**src/rtl/qrs_pkg.sv**
```systemverilog
package qrs_pkg;

    localparam int INC_LOG2    = 3;
    localparam int INC_ENTRIES = 1 << INC_LOG2;
    localparam int NUM_CFG     = 4;
    localparam int CFG_W       = $clog2(NUM_CFG);
    localparam int MAX_ENTRIES = NUM_CFG * INC_ENTRIES;
    localparam int OCC_W       = $clog2(MAX_ENTRIES + 1);

    typedef logic [CFG_W-1:0] cfg_t;
    typedef logic [OCC_W-1:0] occ_t;

    localparam cfg_t CFG_MIN = '0;
    localparam cfg_t CFG_MAX = cfg_t'(NUM_CFG - 1);

    typedef enum logic [1:0] {
        ACT_HOLD   = 2'd0,
        ACT_GROW   = 2'd1,
        ACT_SHRINK = 2'd2
    } act_e;

    typedef struct packed {
        act_e act;
        cfg_t target;
    } decision_t;

    // Smallest size code whose capacity covers the given occupancy.
    function automatic cfg_t fit_cfg(occ_t avg);
        occ_t m;
        if (avg == '0) begin
            return CFG_MIN;
        end
        m = (avg - 1'b1) >> INC_LOG2;
        if (m > occ_t'(CFG_MAX)) begin
            return CFG_MAX;
        end
        return cfg_t'(m);
    endfunction

    // One increment larger, saturating at the largest size.
    function automatic cfg_t grow_cfg(cfg_t c);
        return (c == CFG_MAX) ? c : cfg_t'(c + 1'b1);
    endfunction

endpackage

```
**src/rtl/qrs_sampler.sv**
```systemverilog
module qrs_sampler
    import qrs_pkg::*;
#(
    parameter int SAMPLE_LOG2  = 2,
    parameter int SAMPLES_LOG2 = 3
) (
    input  logic clk,
    input  logic rst,
    input  logic clr_i,
    input  occ_t occ_i,
    output logic interval_end_o,
    output occ_t avg_o
);

    localparam int ACC_W = OCC_W + SAMPLES_LOG2;

    logic sample_tick;
    logic last_sample;
    logic [ACC_W-1:0] acc_q;
    logic [ACC_W-1:0] acc_sum;

    generate
        if (SAMPLE_LOG2 > 0) begin : g_timer
            logic [SAMPLE_LOG2-1:0] cyc_q;
            assign sample_tick = (cyc_q == '1);
            always_ff @(posedge clk) begin
                if (rst || clr_i) begin
                    cyc_q <= '0;
                end else begin
                    cyc_q <= cyc_q + 1'b1;
                end
            end
        end else begin : g_every
            assign sample_tick = 1'b1;
        end

        if (SAMPLES_LOG2 > 0) begin : g_scount
            logic [SAMPLES_LOG2-1:0] samp_q;
            assign last_sample = (samp_q == '1);
            always_ff @(posedge clk) begin
                if (rst || clr_i) begin
                    samp_q <= '0;
                end else if (sample_tick) begin
                    samp_q <= samp_q + 1'b1;
                end
            end
        end else begin : g_single
            assign last_sample = 1'b1;
        end
    endgenerate

    assign acc_sum        = acc_q + ACC_W'(occ_i);
    assign interval_end_o = sample_tick && last_sample;
    assign avg_o          = OCC_W'(acc_sum >> SAMPLES_LOG2);

    always_ff @(posedge clk) begin
        if (rst || clr_i) begin
            acc_q <= '0;
        end else if (sample_tick) begin
            acc_q <= last_sample ? '0 : acc_sum;
        end
    end

endmodule

```
**src/rtl/qrs_overflow.sv**
```systemverilog
module qrs_overflow #(
    parameter int OVF_THRESH = 5
) (
    input  logic clk,
    input  logic rst,
    input  logic clr_i,
    input  logic stall_i,
    output logic trig_o
);

    localparam int CNT_W = (OVF_THRESH > 0) ? $clog2(OVF_THRESH + 1) : 1;

    logic [CNT_W-1:0] cnt_q;

    assign trig_o = stall_i && (cnt_q == CNT_W'(OVF_THRESH));

    always_ff @(posedge clk) begin
        if (rst || clr_i) begin
            cnt_q <= '0;
        end else if (stall_i) begin
            cnt_q <= cnt_q + 1'b1;
        end
    end

endmodule

```
**src/rtl/qrs_decide.sv**
```systemverilog
module qrs_decide
    import qrs_pkg::*;
(
    input  logic clk,
    input  logic rst,
    input  cfg_t cur_i,
    input  occ_t avg_i,
    input  logic interval_end_i,
    input  logic trig_i,
    output cfg_t req_o,
    output logic stb_o
);

    cfg_t      grow_t;
    cfg_t      fit_t;
    decision_t dec;

    assign grow_t = grow_cfg(cur_i);
    assign fit_t  = fit_cfg(avg_i);

    always_comb begin
        dec.act    = ACT_HOLD;
        dec.target = cur_i;
        if (trig_i) begin
            if (grow_t != cur_i) begin
                dec.act    = ACT_GROW;
                dec.target = grow_t;
            end
        end else if (interval_end_i && (fit_t < cur_i)) begin
            dec.act    = ACT_SHRINK;
            dec.target = fit_t;
        end
    end

    always_ff @(posedge clk) begin
        if (rst) begin
            req_o <= CFG_MAX;
            stb_o <= 1'b0;
        end else begin
            stb_o <= (dec.act != ACT_HOLD);
            if (dec.act != ACT_HOLD) begin
                req_o <= dec.target;
            end
        end
    end

endmodule

```
**src/rtl/occ_resize_ctrl.sv**
```systemverilog
module occ_resize_ctrl
    import qrs_pkg::*;
#(
    parameter int SAMPLE_LOG2  = 2,
    parameter int SAMPLES_LOG2 = 3,
    parameter int OVF_THRESH   = 5
) (
    input  logic             clk,
    input  logic             rst,
    input  logic [OCC_W-1:0] occ_count,
    input  logic             full_stall,
    input  logic [CFG_W-1:0] cur_cfg,
    output logic [CFG_W-1:0] req_cfg,
    output logic             resize_stb
);

    logic interval_end;
    logic ovf_trig;
    logic clr;
    occ_t avg_occ;

    // A stall trigger restarts the whole measurement window.
    assign clr = ovf_trig;

    qrs_sampler #(
        .SAMPLE_LOG2 (SAMPLE_LOG2),
        .SAMPLES_LOG2(SAMPLES_LOG2)
    ) u_smp (
        .clk           (clk),
        .rst           (rst),
        .clr_i         (clr),
        .occ_i         (occ_count),
        .interval_end_o(interval_end),
        .avg_o         (avg_occ)
    );

    qrs_overflow #(
        .OVF_THRESH(OVF_THRESH)
    ) u_ovf (
        .clk    (clk),
        .rst    (rst),
        .clr_i  (interval_end || ovf_trig),
        .stall_i(full_stall),
        .trig_o (ovf_trig)
    );

    qrs_decide u_dec (
        .clk           (clk),
        .rst           (rst),
        .cur_i         (cur_cfg),
        .avg_i         (avg_occ),
        .interval_end_i(interval_end),
        .trig_i        (ovf_trig),
        .req_o         (req_cfg),
        .stb_o         (resize_stb)
    );

endmodule

```
**config.mk**
```make
export PLATFORM = sky130hd
export DESIGN_NAME = occ_resize_ctrl
export DESIGN_NICKNAME = d
export VERILOG_FILES = /design/src/rtl/qrs_pkg.sv /design/src/rtl/qrs_sampler.sv /design/src/rtl/qrs_overflow.sv /design/src/rtl/qrs_decide.sv /design/src/rtl/occ_resize_ctrl.sv
export SDC_FILE = /design/constraint.sdc
export NUM_CORES = 1
export LEC_CHECK = 0
export BUFFER_PORTS_ARGS = -buffer_cell sky130_fd_sc_hd__buf_2
export CELL_PAD_IN_SITES_DETAIL_PLACEMENT = 2
export CELL_PAD_IN_SITES_GLOBAL_PLACEMENT = 2
export CORE_AREA = 2 2 54 81
export DETAILED_ROUTE_END_ITERATION = 12
export DIE_AREA = 0 0 56 83
export PLACE_DENSITY_LB_ADDON = 0.25
export SYNTH_ARGS = -nofsm -noshare
export SYNTH_HDL_FRONTEND = slang
export SYNTH_SLANG_ARGS = --single-unit
```
**constraint.sdc**
```tcl
create_clock -name clk -period 3.96 [get_ports clk]
set_input_delay 0.198 -clock clk [delete_from_list [all_inputs] [get_ports clk]]
set_output_delay 0.198 -clock clk [all_outputs]
set_load 0.05 [all_outputs]
```
==> flow_summary.ini, run 1 <==
[run_status]
status = completed

[placement]
post-dp-hpwl_um = 2840
port_buffers = 13
gp_congestion = 0.820
placed_area_um2 = 1410

[synthesis]
synth-seq-area-share_pct = 30.2
synth_edf_count = 0
yosys_warnings = 0
syn_nets = 179
synth_cell_types = 45
synth_cells = 155
synth-seq-cells = 20
syn_area_um2 = 1330
synthArstFlopShare_pct = 0
synthFlopType = dfxtp_1
syn_avg_cell_area_um2 = 8.55

[worst_setup_path]
crit_fanout = 4
worstPathRequired_ns = 4.16
endpoint = u_dec.req_o[1]
crit_type = reg -> reg
critPathArrivalTime_ns = 3.68
cp-end-kind = flop
crit_start = u_smp.acc_q[0]
regToRegSetupSlack_ns = 0.48
rr_endpoint = u_dec.req_o[1]
critPathLaunchType = flop
worstReg2RegStart = u_smp.acc_q[0]
reg2reg_depth = 15

[hold_path]
min_path_type = in -> reg

[cts]
path_clk_slew_ns = 0.08
cts_setup_buffers = 0
holdBufCountCts = 0
insertion_delay_ns = 0.27
cts-root-buf = clkbuf_8
cts_tree = built
clk_path_buf_depth = 2
cts-resized-gates = 0
cts_inserted_buffers = 3
cts-htree-levels = 1
cts.sinks = 20

[pwr]
combPwrFrac_pct = 13.8
internal_power_uw = 370
leakagePower_nw = 0.652
power_density_nw_per_um2 = 332
switchingPower_uw = 122
switching_share_pct = 24.8
vdd_ir_drop_max_uv = 254
p_clk_share_pct = 42.9
power_frac_seq_pct = 43.3

[sta]
rsz0062_at_grt = no
tightest_slew_ns = 0.706
hold_ws_ns = 0.125
finalSetupViolCount = 0
layout_worst_path_cycle_share_pct = 87.9
tns_ns = 0
skew_ns = 0.00111
max_freq_mhz = 287
relSlewSlack_pct = 52.8
finalMaxSlewViolations = 0
fin_crit_ns = 3.48
hold_violations = 0

[cells_and_area]
final_area_um2 = 1480
areaGrowthSynthToFinish_pct = 12.0
nets = 192
num_antenna_cells = 0
final_util_pct = 37.8
final_cell_mix = 24 x nor2_1, 20 x dfxtp_1, 14 x inv_1
final_common_cell = nor2_1
drive_above_1_share_pct = 18.0

[floorplan]
ios = 14
die_w_um = 56
fp.coreArea_um2 = 3920
placementRows = 28
die-area_um2 = 4650
die_y_um = 83
initial_core_util_pct = 33.8

[grt]
grt_max_degree = 16
antenna_found_initial = 0
grt_pass1_vias = 1312
gr-total-overflow = 0
grt_pass1_wl_um = 6080
grt.total_usage_pct = 16.4

[detailed_routing]
drcViolationCount = 0
routedWlPerCell_um = 16.4
vias_per_cell = 5.46
ant_nets = 0
dr.first_iter.drc_count = 18
totalWireLength_um = 3470
vias = 1158
dr.pass1.iters = 2

[flow_run]
maxCapViolations = 0
-- synthesized netlist by cell type (all sizes together), types with 3 or more instances --
cell,number,area [um2]
nor2,24,90.1
dfxtp,20,400
inv,14,52.6
ha,12,150
a21oi,11,62.6
nand2,11,43.8
a21o,5,38.8
a22oi,4,30.0
nand2b,4,25.0
nand3,4,20.0
xor2,4,35.0
a31oi,3,25.0
clkbuf,3,11.3
nor3,3,15.0
xnor2,3,26.3
-- cells by family after synthesis --
family / Yosys count / synth area share [%]
AO/OA/AOI/OAI: 40 / 24.8
buffers and inverters: 19 / 6.52
multiplexers: 2 / 1.51
flip-flops: 20 / 30.2
adder cells (fa/ha/maj): 13 / 12.8
XOR/XNOR: 7 / 4.63
AND/OR/NAND/NOR: 54 / 19.5
-- power groups by stage --
stage          registers (mW)  logic [mW]  clock network, mW
2_1_floorplan           0.217      0.0511                  0
3_3_place_gp            0.217      0.0641                  0
3_5_place_dp            0.218      0.0696                  0
4_1_cts                 0.214      0.0699              0.218
5_1_grt                 0.214      0.0777              0.226
6_report                0.213      0.0678              0.211
-- registers in the layout, summed over array words and instances, names as in the netlist --
signal and flops:
u_smp.acc_q 9, u_dec.stb_o 1, u_smp.g_scount.samp_q 3, u_smp.g_timer.cyc_q 2
u_dec.req_o 2, u_ovf.cnt_q 3
-- layer usage --
layer / up-vias / GRT usage (%) / share of wire [%]
met4: 0 / 7.14 / 3.0
met3: 8 / 2.18 / 2.1
met2: 15 / 31.6 / 58
met5: - / 0 / 0
li1: 564 / - / -
met1: 571 / 16.8 / 37
-- how the worst min path moves through the flow --
stage / from / to / slack [ns] / depth (start not counted)
floorplan: rst / u_dec.stb_o / 0.26 / 1
detailed placement: rst / u_dec.stb_o / 0.41 / 2
global placement: u_smp.g_timer.cyc_q[0] / u_smp.g_timer.cyc_q[0] / 0.41 / 1
global route: rst / u_dec.stb_o / 0.14 / 2
CTS: rst / u_dec.stb_o / 0.12 / 2
finish: rst / u_dec.stb_o / 0.13 / 2
-- critical path, stage by stage (launching register included) --
cell       delay (ns)
dfxtp_1          0.34
ha_1             0.17
inv_1            0.06
fa_1             0.39
and2b_1          0.21
o2111ai_1        0.18
a21oi_1          0.23
a2bb2oi_2        0.21
a21boi_0         0.32
inv_1            0.09
ha_1             0.19
nand4b_1         0.20
a21oi_1          0.20
o221ai_1         0.20
or2_4            0.29
o211ai_2         0.14
-- layout make-up --
cell class,instances,area (um2)
tap,45,56.3
clock inverter,1,30.0
multi-input combinational,116,838
sequential,20,400
inverter,14,52.6
fill,464,2440
clock buffer,3,41.3
timing repair buffer,13,65.1
-- stage by stage --
stage               cells  worst slack [ns]  power (mW)
CTS                   212             0.474       0.502
global placement      208             0.691       0.281
detailed placement    208             0.483       0.288
floorplan             155             0.932       0.268
finish                212             0.481       0.492
global route          212             0.110       0.518
Power figures use the tool's default switching activity.
==> run 2: changes to the inputs <==
--- a/config.mk
+++ b/config.mk
@@ -8,9 +8,10 @@
 export BUFFER_PORTS_ARGS = -buffer_cell sky130_fd_sc_hd__buf_2
 export CELL_PAD_IN_SITES_DETAIL_PLACEMENT = 2
 export CELL_PAD_IN_SITES_GLOBAL_PLACEMENT = 2
-export CORE_AREA = 2 2 54 81
+export CORE_AREA = 2 2 52 79
+export CTS_BUF_LIST = sky130_fd_sc_hd__clkbuf_4 sky130_fd_sc_hd__clkbuf_8
 export DETAILED_ROUTE_END_ITERATION = 12
-export DIE_AREA = 0 0 56 83
+export DIE_AREA = 0 0 54 81
 export PLACE_DENSITY_LB_ADDON = 0.25
 export SYNTH_ARGS = -nofsm -noshare
 export SYNTH_HDL_FRONTEND = slang
==> flow_summary.ini, run 2 (synthesis gave the netlist of run 1 again) <==
[worst_setup_path]
worstPathRequired_ns = 4.16
slowest_stage = fa_1
critPathLaunchType = flop
cp.depth = 16
slowest_delay_ns = 0.38
reg2reg_depth = 16
path_delay_family = compound AO/OA/AOI/OAI gates
crit_type = reg -> reg
critPathArrivalTime_ns = 3.75
crit_chain = ha_1 -> inv_1 -> fa_1 -> and2b_1 -> o2111ai_1 -> a21bo_2 -> nand2_2 -> nand2_1 -> a21boi_0 -> inv_1 -> ha_1 -> nand4b_1 -> a21oi_1 -> o221ai_1 -> or2_4 -> o211ai_2
critPathBufInv = 2
crit_fanout = 4
cp-end-kind = flop

[floorplan]
die_w_um = 54
die-area_um2 = 4370
initial_core_util_pct = 35.0
placementRows = 28
fp.coreArea_um2 = 3780
ios = 14
die_y_um = 81

[cts]
holdBufCountCts = 0
cts.sinks = 20
clk_path_buf_depth = 2
cts_setup_buffers = 0
cts-resized-gates = 0
cts_inserted_buffers = 3
path_clk_slew_ns = 0.08
cts-root-buf = clkbuf_8
cts-htree-levels = 1
cts_tree = built
insertion_delay_ns = 0.27

[sta]
fin_crit_ns = 3.55
skew_ns = 0.00295
layout_worst_path_cycle_share_pct = 89.6
finalMaxSlewViolations = 0
max_freq_mhz = 282
rsz0062_at_grt = no
tightest_slew_ns = 0.673
relSlewSlack_pct = 55.1
hold_ws_ns = 0.131
hold_violations = 0
finalWorstSetupSlack_ns = 0.413
tns_ns = 0
finalSetupViolCount = 0

[run_status]
status = completed

[placement]
placed_area_um2 = 1410
dp.cells = 208
post-dp-hpwl_um = 2810
post-place-ws_ns = 0.416
gp_congestion = 0.855
port_buffers = 13

[detailed_routing]
vias = 1163
drcViolationCount = 0
dr.pass1.iters = 4
ant_nets = 0
vias_per_cell = 5.49
dr.first_iter.drc_count = 15
totalWireLength_um = 3560
routedWlPerCell_um = 16.8

[cells_and_area]
top_regs = u_smp.acc_q x9, u_ovf.cnt_q x3, u_smp.g_scount.samp_q x3
largest_register_ffs = 9
final_util_pct = 39.2
final_cell_mix = 24 x nor2_1, 20 x dfxtp_1, 14 x inv_1
drive_above_1_share_pct = 18.0
num_antenna_cells = 0
nets = 192
regMostFlops = u_smp.acc_q
areaGrowthSynthToFinish_pct = 12.0
final_common_cell = nor2_1
fin_cells = 212
final_area_um2 = 1480

[pwr]
power_density_nw_per_um2 = 331
vdd_ir_drop_max_uv = 191
leakagePower_nw = 0.652
power_uw = 491

[grt]
grt_pass1_vias = 1309
grt_pass1_wl_um = 5870
grt_max_degree = 16
antenna_found_initial = 0
grt.total_usage_pct = 18.6
gr-total-overflow = 0

[flow_run]
maxCapViolations = 0

[hold_path]
hold_depth = 2
min_path_type = in -> reg
==> run 2: cell counts in the layout (fill, tap and decap cells not counted) <==
Identical to the previous run, type by type.
==> run 2: area by class of cell <==
type / instances / area [um2]
inverters: 14 / 52.6
fillers: 436 / 2300
clock inverters: 1 / 30.0
well taps: 45 / 56.3
flip-flops and latches: 20 / 400
repair buffers: 13 / 65.1
multi-input cells: 116 / 838
clock buffers: 3 / 41.3
==> run 2: power breakdown <==
| part | total (mW) | internal, mW | leakage [nW] | switching, mW |
|---|---|---|---|---|
| clock | 0.209 | 0.135 | 0.0357 | 0.0738 |
| sequential | 0.213 | 0.208 | 0.163 | 0.00492 |
| combinational | 0.0693 | 0.0271 | 0.454 | 0.0422 |
| total | 0.491 | 0.371 | 0.652 | 0.121 |
==> run 2: worst paths after layout <==
kind	endpoint	slack (ns)	start
worst max-delay path	u_dec.req_o[1]	0.41	u_smp.acc_q[0]
worst min-delay path	u_dec.stb_o	0.13	rst
worst max register to register	u_dec.req_o[1]	0.41	u_smp.acc_q[0]
worst min register to register	u_smp.g_timer.cyc_q[0]	0.43	u_smp.g_timer.cyc_q[0]
==> run 2: layer usage <==
layer / global-route usage [%] / vias up / share of wire, %
li1: - / 563 / -
met1: 18.2 / 574 / 36
met2: 36.2 / 19 / 59
met3: 2.21 / 7 / 2.0
met4: 8.75 / 0 / 2.7
met5: 0 / - / 0
==> run 2: worst register-to-register path, stage by stage (launching register included) <==
cell       delay (ns)
dfxtp_1          0.33
ha_1             0.17
inv_1            0.06
fa_1             0.38
and2b_1          0.20
o2111ai_1        0.19
a21bo_2          0.31
nand2_2          0.11
nand2_1          0.08
a21boi_0         0.31
inv_1            0.10
ha_1             0.19
nand4b_1         0.21
a21oi_1          0.23
o221ai_1         0.20
or2_4            0.28
o211ai_2         0.12
==> run 3: changes to the inputs <==
--- a/config.mk
+++ b/config.mk
@@ -8,10 +8,10 @@
 export BUFFER_PORTS_ARGS = -buffer_cell sky130_fd_sc_hd__buf_2
 export CELL_PAD_IN_SITES_DETAIL_PLACEMENT = 2
 export CELL_PAD_IN_SITES_GLOBAL_PLACEMENT = 2
-export CORE_AREA = 2 2 52 79
+export CORE_AREA = 2 2 55 83
 export CTS_BUF_LIST = sky130_fd_sc_hd__clkbuf_4 sky130_fd_sc_hd__clkbuf_8
 export DETAILED_ROUTE_END_ITERATION = 12
-export DIE_AREA = 0 0 54 81
+export DIE_AREA = 0 0 57 85
 export PLACE_DENSITY_LB_ADDON = 0.25
 export SYNTH_ARGS = -nofsm -noshare
 export SYNTH_HDL_FRONTEND = slang
==> constraint.sdc (replaced) <==
create_clock -name clk -period 3.1 [get_ports clk]
set_input_delay 0.155 -clock clk [delete_from_list [all_inputs] [get_ports clk]]
set_output_delay 0.155 -clock clk [all_outputs]
set_load 0.05 [all_outputs]
==> flow_summary.ini, run 3 (synthesis gave the netlist of run 1 again) <==
[worst_setup_path]
reg2reg_depth = 15
rr_endpoint = u_dec.req_o[1]
worstReg2RegStart = u_smp.acc_q[0]
regToRegSetupSlack_ns = 0.01
crit_start = u_smp.acc_q[0]
worstPathRequired_ns = 3.29
endpoint = u_dec.req_o[1]
cp-end-kind = flop
critPathLaunchType = flop
crit_type = reg -> reg
crit_fanout = 3
critPathArrivalTime_ns = 3.28

[sta]
finalMaxSlewViolations = 0
fin_crit_ns = 3.09
skew_ns = 0.00232
max_freq_mhz = 324
tightest_slew_ns = 0.705
tns_ns = 0
relSlewSlack_pct = 53.0
layout_worst_path_cycle_share_pct = 99.6
rsz0062_at_grt = yes
finalSetupViolCount = 0
hold_violations = 0

[cts]
cts-root-buf = clkbuf_8
cts_inserted_buffers = 3
holdBufCountCts = 0
cts.sinks = 20
clk_path_buf_depth = 2
insertion_delay_ns = 0.26
path_clk_slew_ns = 0.08
cts-htree-levels = 1
cts_tree = built

[run_status]
status = completed

[pwr]
leakagePower_nw = 0.717
power_density_nw_per_um2 = 351
vdd_ir_drop_max_uv = 228

[cells_and_area]
fin_cells = 228
top_regs = u_smp.acc_q x9, u_ovf.cnt_q x3, u_smp.g_scount.samp_q x3
num_antenna_cells = 0
final_cell_mix = 22 x nor2_1, 19 x dfxtp_1, 15 x buf_4
final_area_um2 = 1640
largest_register_ffs = 9
regMostFlops = u_smp.acc_q
drive_above_1_share_pct = 32.4
nets = 207
areaGrowthSynthToFinish_pct = 23.6
final_common_cell = nor2_1

[detailed_routing]
dr.first_iter.drc_count = 17
routedWlPerCell_um = 16.9
dr.pass1.iters = 4
ant_nets = 0
drcViolationCount = 0
vias = 1216
vias_per_cell = 5.33
totalWireLength_um = 3850

[floorplan]
placementRows = 29
ios = 14
initial_core_util_pct = 32.0
die-area_um2 = 4850
die_w_um = 57
die_y_um = 85
fp.coreArea_um2 = 4140

[grt]
antenna_found_initial = 0
grt_pass1_wl_um = 6690
gr-total-overflow = 0
grt_pass1_vias = 1443
grt.total_usage_pct = 18.0
grt_max_degree = 16

[placement]
gp_congestion = 0.805
placed_area_um2 = 1490
port_buffers = 13
post-dp-hpwl_um = 2980
dp.cells = 219

[hold_path]
hold_depth = 2
min_path_type = in -> reg

[flow_run]
maxCapViolations = 0
## run 3: how the worst min path moves through the flow
stage	to	slack (ns)	start
3_3_place_gp	u_dec.stb_o	0.36	rst
4_1_cts	u_dec.stb_o	0.07	rst
6_report	u_dec.stb_o	0.08	rst
5_1_grt	u_dec.stb_o	0.09	rst
3_5_place_dp	u_dec.stb_o	0.35	rst
2_1_floorplan	u_dec.stb_o	0.22	rst
## run 3: worst max-delay path, stage by stage (launching register included)
cell and delay (ns):
dfxtp_2 0.35, ha_4 0.13, inv_2 0.04, fa_2 0.35
and2b_1 0.21, o2111ai_2 0.16, a21oi_2 0.20, a2bb2oi_2 0.17
a21boi_2 0.20, inv_1 0.06, ha_2 0.16, nand4b_1 0.25
a21oi_2 0.21, o221ai_2 0.12, or2_4 0.25, o211ai_2 0.14
## run 3: power by group
part / switching [mW] / internal [mW] / leakage, nW
combinational: 0.0578 / 0.0398 / 0.525
clock: 0.0917 / 0.113 / 0.0288
sequential: 0.00640 / 0.266 / 0.163
total: 0.156 / 0.419 / 0.717
## run 3: per-stage QoR
| stage | worst slack (ns) | total power, mW | util (%) | hold WS, ns |
|---|---|---|---|---|
| CTS | 0.0225 | 0.582 | 38.5 | 0.0678 |
| floorplan | 0.0716 | 0.343 | - | 0.217 |
| finish | 0.0119 | 0.575 | 39.6 | 0.0848 |
| detailed placement | -0.193 | 0.373 | 36.0 | 0.352 |
| global placement | 0.0143 | 0.364 | 36.0 | 0.361 |
| global route | -0.194 | 0.610 | 39.6 | 0.0857 |
## run 3: area by class of cell
class	instances	area [um2]
clock buffers	4	55.1
fillers	482	2500
inverters	14	52.6
multi-input cells	116	893
flip-flops and latches	20	402
well taps	46	57.6
repair buffers	28	178
## run 3: layer usage
layer | GRT usage [%] | vias to the layer above | share of wire (%)
li1 | - | 595 | -
met3 | 1.98 | 7 | 1.8
met5 | 0 | - | 0
met4 | 7.19 | 0 | 1.9
met1 | 16.0 | 598 | 34
met2 | 38.3 | 16 | 62
## run 3: repair_timing
action,CTS,global route
gates resized for setup,7,10
hold endpoints to repair,0,0
setup buffers,3,2
pin swaps,2,7
gates cloned,0,0
endpoints found under the setup margin,3,3
